==> config.mk <==
export PLATFORM = sky130hd
export DESIGN_NAME = pair_issue_unit
export DESIGN_NICKNAME = d
export VERILOG_FILES = /design/src/rtl/pair_issue_pkg.sv /design/src/rtl/pair_hazard_detect.sv /design/src/rtl/pair_steer.sv /design/src/rtl/issue_hold_reg.sv /design/src/rtl/pair_issue_unit.sv
export SDC_FILE = /design/constraint.sdc
export NUM_CORES = 1
export LEC_CHECK = 0
export CAP_MARGIN = 15
export CORE_MARGIN = 8
export CORE_UTILIZATION = 40
export DETAILED_ROUTE_END_ITERATION = 7
export PLACE_DENSITY = 0.76
export SETUP_SLACK_MARGIN = 0.02
export SYNTH_ARGS = -nofsm -noshare
export SYNTH_HDL_FRONTEND = slang
export SYNTH_SLANG_ARGS = --single-unit
==> constraint.sdc <==
create_clock -name clk_i -period 3.7 [get_ports clk_i]
set_clock_uncertainty 0.1 [all_clocks]
set_input_delay 1.11 -clock clk_i [delete_from_list [all_inputs] [get_ports clk_i]]
set_output_delay 1.11 -clock clk_i [all_outputs]
set_load 0.02 [all_outputs]
==> src/rtl/pair_issue_pkg.sv <==
package pair_issue_pkg;

  typedef enum logic [1:0] {
    ISS_NONE   = 2'd0,
    ISS_SINGLE = 2'd1,
    ISS_PAIR   = 2'd2
  } issue_kind_e;

  // number of instructions an issue decision removes from decode
  function automatic logic [1:0] take_count(issue_kind_e kind);
    case (kind)
      ISS_PAIR:   take_count = 2'd2;
      ISS_SINGLE: take_count = 2'd1;
      default:    take_count = 2'd0;
    endcase
  endfunction

endpackage

==> src/rtl/pair_hazard_detect.sv <==
module pair_hazard_detect #(
  parameter int IDX_W   = 5,
  parameter int NUM_SRC = 2
) (
  input  logic                     a_dst_vld,
  input  logic [IDX_W-1:0]         a_dst,
  input  logic                     b_dst_vld,
  input  logic [IDX_W-1:0]         b_dst,
  input  logic [NUM_SRC-1:0]       b_src_vld,
  input  logic [NUM_SRC*IDX_W-1:0] b_src,
  output logic                     raw_hit,
  output logic                     waw_hit
);

  logic [NUM_SRC-1:0] src_hit;

  // one comparator per source operand of the younger instruction
  for (genvar k = 0; k < NUM_SRC; k++) begin : g_src_cmp
    assign src_hit[k] = a_dst_vld && b_src_vld[k] &&
                        (a_dst == b_src[k*IDX_W +: IDX_W]);
  end

  assign raw_hit = |src_hit;
  assign waw_hit = a_dst_vld && b_dst_vld && (a_dst == b_dst);

endmodule

==> src/rtl/pair_steer.sv <==
module pair_steer
  import pair_issue_pkg::*;
(
  input  logic        a_valid,
  input  logic        a_simple,
  input  logic        a_branch,
  input  logic        b_valid,
  input  logic        b_simple,
  input  logic        raw_hit,
  input  logic        waw_hit,
  input  logic        stall,
  output issue_kind_e kind,
  output logic        pair_ok,
  output logic [1:0]  consumed
);

  assign pair_ok = a_valid && b_valid && a_simple && b_simple &&
                   !a_branch && !raw_hit && !waw_hit;

  always_comb begin
    if (!a_valid)     kind = ISS_NONE;
    else if (pair_ok) kind = ISS_PAIR;
    else              kind = ISS_SINGLE;
  end

  assign consumed = stall ? 2'd0 : take_count(kind);

endmodule

==> src/rtl/issue_hold_reg.sv <==
module issue_hold_reg #(
  parameter int DESC_W = 20
) (
  input  logic              clk,
  input  logic              rst_n,
  input  logic              load,
  input  logic              main_d,
  input  logic              sec_d,
  input  logic [DESC_W-1:0] main_desc_d,
  input  logic [DESC_W-1:0] sec_desc_d,
  output logic              main_q,
  output logic              sec_q,
  output logic [DESC_W-1:0] main_desc_q,
  output logic [DESC_W-1:0] sec_desc_q
);

  always_ff @(posedge clk) begin
    if (!rst_n) begin
      main_q      <= 1'b0;
      sec_q       <= 1'b0;
      main_desc_q <= '0;
      sec_desc_q  <= '0;
    end else if (load) begin
      main_q      <= main_d;
      sec_q       <= sec_d;
      main_desc_q <= main_desc_d;
      sec_desc_q  <= sec_desc_d;
    end
  end

  // a stalled cycle leaves the issued pair untouched
  p_hold_when_stalled_r8: assert property (@(posedge clk) disable iff (!rst_n)
    !load |=> $stable(main_q) && $stable(sec_q) &&
              $stable(main_desc_q) && $stable(sec_desc_q));

  // an empty pipe shows a zero descriptor
  p_empty_desc_zero_r10: assert property (@(posedge clk) disable iff (!rst_n)
    !sec_q |-> sec_desc_q == '0);

endmodule

==> src/rtl/pair_issue_unit.sv <==
module pair_issue_unit
  import pair_issue_pkg::*;
#(
  parameter int IDX_W   = 5,
  parameter int NUM_SRC = 2,
  localparam int SRC_W  = NUM_SRC * IDX_W,
  localparam int DESC_W = 3 + IDX_W + NUM_SRC + SRC_W
) (
  input  logic              clk_i,
  input  logic              rst_ni,
  input  logic              stall_i,
  input  logic              a_valid_i,
  input  logic              a_simple_i,
  input  logic              a_branch_i,
  input  logic              a_dst_vld_i,
  input  logic [IDX_W-1:0]  a_dst_i,
  input  logic [NUM_SRC-1:0] a_src_vld_i,
  input  logic [SRC_W-1:0]  a_src_i,
  input  logic              b_valid_i,
  input  logic              b_simple_i,
  input  logic              b_branch_i,
  input  logic              b_dst_vld_i,
  input  logic [IDX_W-1:0]  b_dst_i,
  input  logic [NUM_SRC-1:0] b_src_vld_i,
  input  logic [SRC_W-1:0]  b_src_i,
  output logic [1:0]        consumed_o,
  output logic              issue_main_o,
  output logic              issue_sec_o,
  output logic [DESC_W-1:0] main_desc_o,
  output logic [DESC_W-1:0] sec_desc_o
);

  // descriptor field positions
  localparam int POS_SVLD   = SRC_W;
  localparam int POS_DST    = SRC_W + NUM_SRC;
  localparam int POS_DVLD   = DESC_W - 3;
  localparam int POS_BRANCH = DESC_W - 2;
  localparam int POS_SIMPLE = DESC_W - 1;

  logic        raw_hit, waw_hit, pair_ok;
  issue_kind_e kind;
  logic        go_main, go_sec;
  logic [DESC_W-1:0] a_desc, b_desc, main_next, sec_next;

  pair_hazard_detect #(.IDX_W(IDX_W), .NUM_SRC(NUM_SRC)) u_hazard (
    .a_dst_vld (a_dst_vld_i),
    .a_dst     (a_dst_i),
    .b_dst_vld (b_dst_vld_i),
    .b_dst     (b_dst_i),
    .b_src_vld (b_src_vld_i),
    .b_src     (b_src_i),
    .raw_hit   (raw_hit),
    .waw_hit   (waw_hit)
  );

  pair_steer u_steer (
    .a_valid  (a_valid_i),
    .a_simple (a_simple_i),
    .a_branch (a_branch_i),
    .b_valid  (b_valid_i),
    .b_simple (b_simple_i),
    .raw_hit  (raw_hit),
    .waw_hit  (waw_hit),
    .stall    (stall_i),
    .kind     (kind),
    .pair_ok  (pair_ok),
    .consumed (consumed_o)
  );

  assign a_desc = {a_simple_i, a_branch_i, a_dst_vld_i, a_dst_i, a_src_vld_i, a_src_i};
  assign b_desc = {b_simple_i, b_branch_i, b_dst_vld_i, b_dst_i, b_src_vld_i, b_src_i};

  assign go_main   = (kind != ISS_NONE);
  assign go_sec    = (kind == ISS_PAIR);
  assign main_next = go_main ? a_desc : '0;
  assign sec_next  = go_sec  ? b_desc : '0;

  issue_hold_reg #(.DESC_W(DESC_W)) u_hold (
    .clk         (clk_i),
    .rst_n       (rst_ni),
    .load        (!stall_i),
    .main_d      (go_main),
    .sec_d       (go_sec),
    .main_desc_d (main_next),
    .sec_desc_d  (sec_next),
    .main_q      (issue_main_o),
    .sec_q       (issue_sec_o),
    .main_desc_q (main_desc_o),
    .sec_desc_q  (sec_desc_o)
  );

  // the secondary pipe never runs without the main pipe
  p_sec_needs_main_r5: assert property (@(posedge clk_i) disable iff (!rst_ni)
    issue_sec_o |-> issue_main_o);

  // a paired issue holds two simple operations
  p_pair_both_simple_r1: assert property (@(posedge clk_i) disable iff (!rst_ni)
    issue_sec_o |-> main_desc_o[POS_SIMPLE] && sec_desc_o[POS_SIMPLE]);

  // a branch in the main pipe is never paired
  p_branch_alone_r2: assert property (@(posedge clk_i) disable iff (!rst_ni)
    issue_sec_o |-> !main_desc_o[POS_BRANCH]);

  // paired destinations never collide
  p_no_waw_r4: assert property (@(posedge clk_i) disable iff (!rst_ni)
    (issue_sec_o && main_desc_o[POS_DVLD] && sec_desc_o[POS_DVLD]) |->
      main_desc_o[POS_DST +: IDX_W] != sec_desc_o[POS_DST +: IDX_W]);

  // no paired source reads the main pipe's destination
  for (genvar k = 0; k < NUM_SRC; k++) begin : g_raw_chk
    p_no_raw_r3: assert property (@(posedge clk_i) disable iff (!rst_ni)
      (issue_sec_o && main_desc_o[POS_DVLD] && sec_desc_o[POS_SVLD + k]) |->
        main_desc_o[POS_DST +: IDX_W] != sec_desc_o[k*IDX_W +: IDX_W]);
  end

  // nothing is consumed under stall
  p_stall_no_take_r8: assert property (@(posedge clk_i) disable iff (!rst_ni)
    stall_i |-> consumed_o == 2'd0);

  // a count of two is followed by a paired issue
  p_two_means_pair_r5: assert property (@(posedge clk_i) disable iff (!rst_ni)
    (consumed_o == 2'd2) |=> issue_sec_o);

  // an empty first slot issues nothing
  p_empty_a_idle_r7: assert property (@(posedge clk_i) disable iff (!rst_ni)
    (!stall_i && !a_valid_i) |=> !issue_main_o && !issue_sec_o);

endmodule

# Word level (Yosys, flattened, before mapping)
# Cells that the tools add are included.
[totals] regBits=42 output_inout_bits=44 elab_cells=32
[op_classes] n_eq_ne=5 n_mux=6 n_reduce_logical=17
[ops] operator="$mux W20" count=2
[ops] operator="$eq A5 B5 Y1" count=3
[ops] operator="$logic_and A1 B1 Y1" count=12
[ops] operator="$mux W2" count=3
[ops] operator="$pmux W2 S2" count=1
[ops] operator="$logic_not A1 Y1" count=3
[ops] operator="$eq A2 B1 Y1 const B" count=1
[ops] operator="$eq A2 B2 Y1 const B" count=1
[ops] operator="$reduce_bool A2 Y1" count=1
[ops] operator="$reduce_or A2 Y1" count=1

# Longest topological paths before layout
[depth] ltp_word=11 ltp_mapped=6 depth_no_buf=4

# Hierarchy
# A second synthesis with hierarchy kept.
[unflattened] hier_cells=217 area_unflattened_um2=2249.7
[by_module_without_submodules] mod="issue_hold_reg" instances=1 cells_per_inst=135 area_each_um2=1630.3 seq_area_each_um2=840.8
[by_module_without_submodules] mod="pair_issue_unit" instances=1 cells_per_inst=51 area_each_um2=381.6 seq_area_each_um2=0.0
[by_module_without_submodules] mod="pair_hazard_detect" instances=1 cells_per_inst=23 area_each_um2=175.2 seq_area_each_um2=0.0
[by_module_without_submodules] mod="pair_steer" instances=1 cells_per_inst=8 area_each_um2=62.6 seq_area_each_um2=0.0

# Worst setup path before layout
# OpenSTA, ideal clock, no wires.
[synth_timing] path_kind="input to output" from="input port a_valid_i" to="output port consumed_o[1]" t_arrival_ps=2428 required_ps=2490 setup_slack_ps=62 path_stages=6 cell_sequence="buf_2 > nand2_1 > nor3_1 > o31ai_4 > buf_4 > nor3_1"
[synth_via] elab_chain_cells=11
[synth_lines] element="start: declaration" line_no="pair_issue_unit.sv:12" source="input logic a_valid_i,"
[synth_lines] element="$logic_and A1 B1 Y1 (4 in series)" line_no="pair_steer.sv:17" source="assign pair_ok = a_valid && b_valid && a_simple && b_simple &&"
[synth_lines] element="$logic_and A1 B1 Y1 (2 in series)" line_no="pair_steer.sv:18" source="!a_branch && !raw_hit && !waw_hit;"
[synth_lines] element="$mux W2" line_no="pair_steer.sv:22" source="else if (pair_ok) kind = ISS_PAIR;"
[synth_lines] element="$mux W2 *" line_no="pair_steer.sv:21" source="if (!a_valid) kind = ISS_NONE;"
[synth_lines] element="$eq A2 B1 Y1 / $eq A2 B2 Y1 (equally long branches)" line_no="pair_issue_pkg.sv:11" source="case (kind)"
[synth_lines] element="$pmux W2 S2 *" line_no="pair_issue_pkg.sv:11"
[synth_lines] element="$mux W2 *" line_no="pair_steer.sv:26" source="assign consumed = stall ? 2'd0 : take_count(kind);"
[synth_lines] element="end: declaration" line_no="pair_issue_unit.sv:26" source="output logic [1:0] consumed_o,"
# Mark *: on every way between the ends. The rest lies on a longest branch, timed or not.

# Final worst setup path
[layout_timing] from="input port a_dst_i[2]" to="output port consumed_o[0]"
[layout_via] elab_chain_cells=11
[layout_lines] element="start: declaration" line_no="pair_issue_unit.sv:16" source="input logic [IDX_W-1:0] a_dst_i,"
[layout_lines] element="$eq A5 B5 Y1" line_no="pair_hazard_detect.sv:20" source="(a_dst == b_src[k*IDX_W +: IDX_W]);"
[layout_lines] element="$logic_and A1 B1 Y1" line_no="pair_hazard_detect.sv:19" source="assign src_hit[k] = a_dst_vld && b_src_vld[k] &&"
[layout_lines] element="$reduce_or A2 Y1" line_no="pair_hazard_detect.sv:23" source="assign raw_hit = |src_hit;"
[layout_lines] element="$logic_not A1 Y1" line_no="pair_steer.sv:18"
[layout_lines] element="$logic_and A1 B1 Y1" line_no="pair_steer.sv:18"
[layout_lines] element="$logic_and A1 B1 Y1 *" line_no="pair_steer.sv:18"
[layout_lines] element="$mux W2 *" line_no="pair_steer.sv:22"
[layout_lines] element="$mux W2 *" line_no="pair_steer.sv:21"
[layout_lines] element="$eq A2 B1 Y1 / $eq A2 B2 Y1 (equally long branches)" line_no="pair_issue_pkg.sv:11"
[layout_lines] element="$pmux W2 S2 *" line_no="pair_issue_pkg.sv:11"
[layout_lines] element="$mux W2 *" line_no="pair_steer.sv:26"
# Marks and branches as above.

==> results <==
-- layout make-up --
class	count	area [um^2]	share of cell area, %
diodes	1	2.50	0.0832
clock buffers	6	72.6	2.41
inverters	2	7.51	0.250
repair buffers	111	1070	35.5
multi-input cells	150	913	30.4
flip-flops and latches	42	841	28.0
clock inverters	2	37.5	1.25
well taps	52	65.1	2.16
-- how the worst min path moves through the flow --
stage / from / end / depth (start not counted)
after detailed placement: u_hold.sec_desc_q[16]$_SDFFE_PN0N_ / u_hold.sec_desc_q[16]$_SDFFE_PN0N_ / 2
final: u_hold.sec_desc_q[4]$_SDFFE_PN0N_ / u_hold.sec_desc_q[4]$_SDFFE_PN0N_ / 2
after CTS: u_hold.sec_desc_q[17]$_SDFFE_PN0N_ / u_hold.sec_desc_q[17]$_SDFFE_PN0N_ / 2
after global placement: u_hold.sec_desc_q[12]$_SDFFE_PN0N_ / u_hold.sec_desc_q[12]$_SDFFE_PN0N_ / 2
after floorplan: u_hold.sec_desc_q[0]$_SDFFE_PN0N_ / u_hold.sec_desc_q[0]$_SDFFE_PN0N_ / 2
after global routing: u_hold.sec_desc_q[17]$_SDFFE_PN0N_ / u_hold.sec_desc_q[17]$_SDFFE_PN0N_ / 2
-- worst reg2reg max path: stages, from the launching register on --
cell	delay, ps
dfxtp_1	320
nand2_1	50
o21ai_0	80
and2_1	170
-- state kept, by name, summed over array words and instances, names as in the netlist --
signal and flops:
u_hold.sec_q 1, u_hold.main_desc_q 20, u_hold.main_q 1, u_hold.sec_desc_q 20
-- Yosys cell counts (7+ instances only) --
library cell | instances | area (um^2)
dfxtp_1 | 42 | 841
nand2_1 | 40 | 150
nand3_1 | 21 | 105
o31ai_1 | 21 | 158
nor2b_1 | 16 | 100
a22oi_1 | 13 | 97.6
clkbuf_1 | 13 | 48.8
xnor2_1 | 12 | 105
and2_1 | 8 | 50.1
o21ai_0 | 7 | 35.0
-- power by group through the flow --
stage	Combinational (uW)	Sequential [uW]	Clock, uW
floorplan	58.9	488	0
global placement	170	476	0
detailed placement	172	476	0
CTS	170	466	367
global route	181	467	388
finish	168	466	361
-- placed cells by master, fill, tap and decap left out, drive strengths merged, types with 8 or more instances in the layout --
cell           count
buf               25
and2               8
xnor2             12
a22oi             13
o31ai             22
dfxtp             42
nand2             40
dlygate4sd2        9
nand3             21
dlymetal6s2s      11
nor2b             16
clkdlybuf4s50     65
-- cells by family after synthesis --
kind of cell	count (synthesis)	synth area share (%)
and+or+nand+nor	91	24.1
DFF	42	46.1
xor gates and xnor gates	12	5.76
AOI/OAI and AO/OA	47	19.3
buffers and inverters	20	4.66
-- layer usage --
metal | vias to the layer above | routed length, um | track usage (%) | share of wire, %
li1 | 940 | - | - | -
met1 | 844 | 2600 | 20.5 | 44
met2 | 55 | 2900 | 26.2 | 49
met3 | 7 | 385 | 5.66 | 6.5
met4 | 0 | 59 | 4.24 | 0.99
met5 | - | 0 | 0 | 0
-- repair_timing --
item	in CTS	in global routing
endpoints found under the setup margin	2	2
pin swaps	3	6
buffers inserted	1	2
resized for setup	22	15
hold endpoints to repair	0	0
-- per-stage QoR --
stage,util [%],std cells
6_report,68.6,366
5_1_grt,68.6,366
4_1_cts,67.2,363
3_5_place_dp,64.9,354
3_3_place_gp,64.9,354
2_1_floorplan,-,212
==> run metrics <==
Starting DRT DRC Count=149; CP required=2490 ps; Tcrit/Tclk final=97.7%; CTS Root Cell=clkbuf_8; TritonCTS clock tree=done; Async SR Flop Fraction=0%; CP max-delay cell=a2111o_1; library cells used by synthesis=23; Hold WS=354 ps; RSZ-0062 raised after global routing=false; Tmin final=3610 ps; GR Util All Layers=16.4%; Max VDD drop=0.000217 V; Synth Net Count=257; reg-to-reg startpoint=u_hold.main_desc_q[16]$_SDFFE_PN0N_; first-pass GRT wire length=9490 um; Worst R2R End=u_hold.main_desc_q[16]$_SDFFE_PN0N_; Post-synth EDFFs=0; CP Depth=6; critical path class=primary input to primary output; Combinational Power Share=16.9%; final hold violations=0; Rel. slew slack=76.4%; Setup crit start kind=primary input; Top Ports=89; worst-path cell chain=dlygate4sd2_1 > nor2b_1 > a2111o_1 > o31ai_4 > o21a_1 > buf_6; clock latency on the worst-skew pair=300 ps; Reg2Reg Setup Slack=2880 ps; IO buf count=88; hold buffer count at CTS=0; Clk network pwr share=36.3%; # fillers=360; # rows=24; HPWL Detailed=4460 um; sequential share of the synthesized area=46.1%; total power=995 uW; gr ovfl total=0; Placed Area=2850 um^2; largest net degree at the start of global routing=34; Clock Tree Buf Depth=2; Area Overhead vs Synth=64.9%; clock-pin slew of the registers on the worst-case setup and hold paths=70 ps; count of pins over their slew limit=0; sequential share of power=46.8%; DR DRC count=0; via count=1,846; Sw Pwr=243 uW; Synth Register Bits=42; die footprint=6980 um^2; sw frac=24.4%; Setup TNS Final=0 ps; mean post-synth cell area=8.60 um^2; Synth warnings=0; RD Place Congestion=0.893; Synth Cell Area=1820 um^2; worst min-delay path class=flip-flop to flip-flop; initial core utilization=41.6%; Int Power=752 uW; maxcap violations=0; fin worst setup slack=86.9 ps; R2R depth=3; Final #Nets=357; synthesized instance count=212; Pre-Repair DR Iteration Count=4; TritonCTS Buffers=5; die width=83.5 um; initial antenna violation count=1; H-tree depth=2; clock tree sinks=42; crit path capture=consumed_o[0]; design area=3010 um^2; CP Launch Point=a_dst_i[2]; ys flop type=dfxtp_1; die height=83.5 um; Peak Freq=277 MHz; CP max stage delay=320 ps; Core Area=4380 um^2; crit end category=primary output; via/cell ratio=5.04; DP Worst Slack=-644 ps; final setup violation count=0; vias in the first global route=1,838; ANT nets after route=0; PwrDens=331 nW/um^2; Lkg Pwr=0.00117 uW; WP buf/inv=2; CP max FO=4; worst-margin pin slew=354 ps; Crit path max-delay family=compound AO/OA/AOI/OAI gates; CP arrival=2400 ps; post-DR wirelength/cell=16.2 um; status=completed; layout cells sized above 1=11.8%; WL final=5950 um
Power figures use the tool's default switching activity.
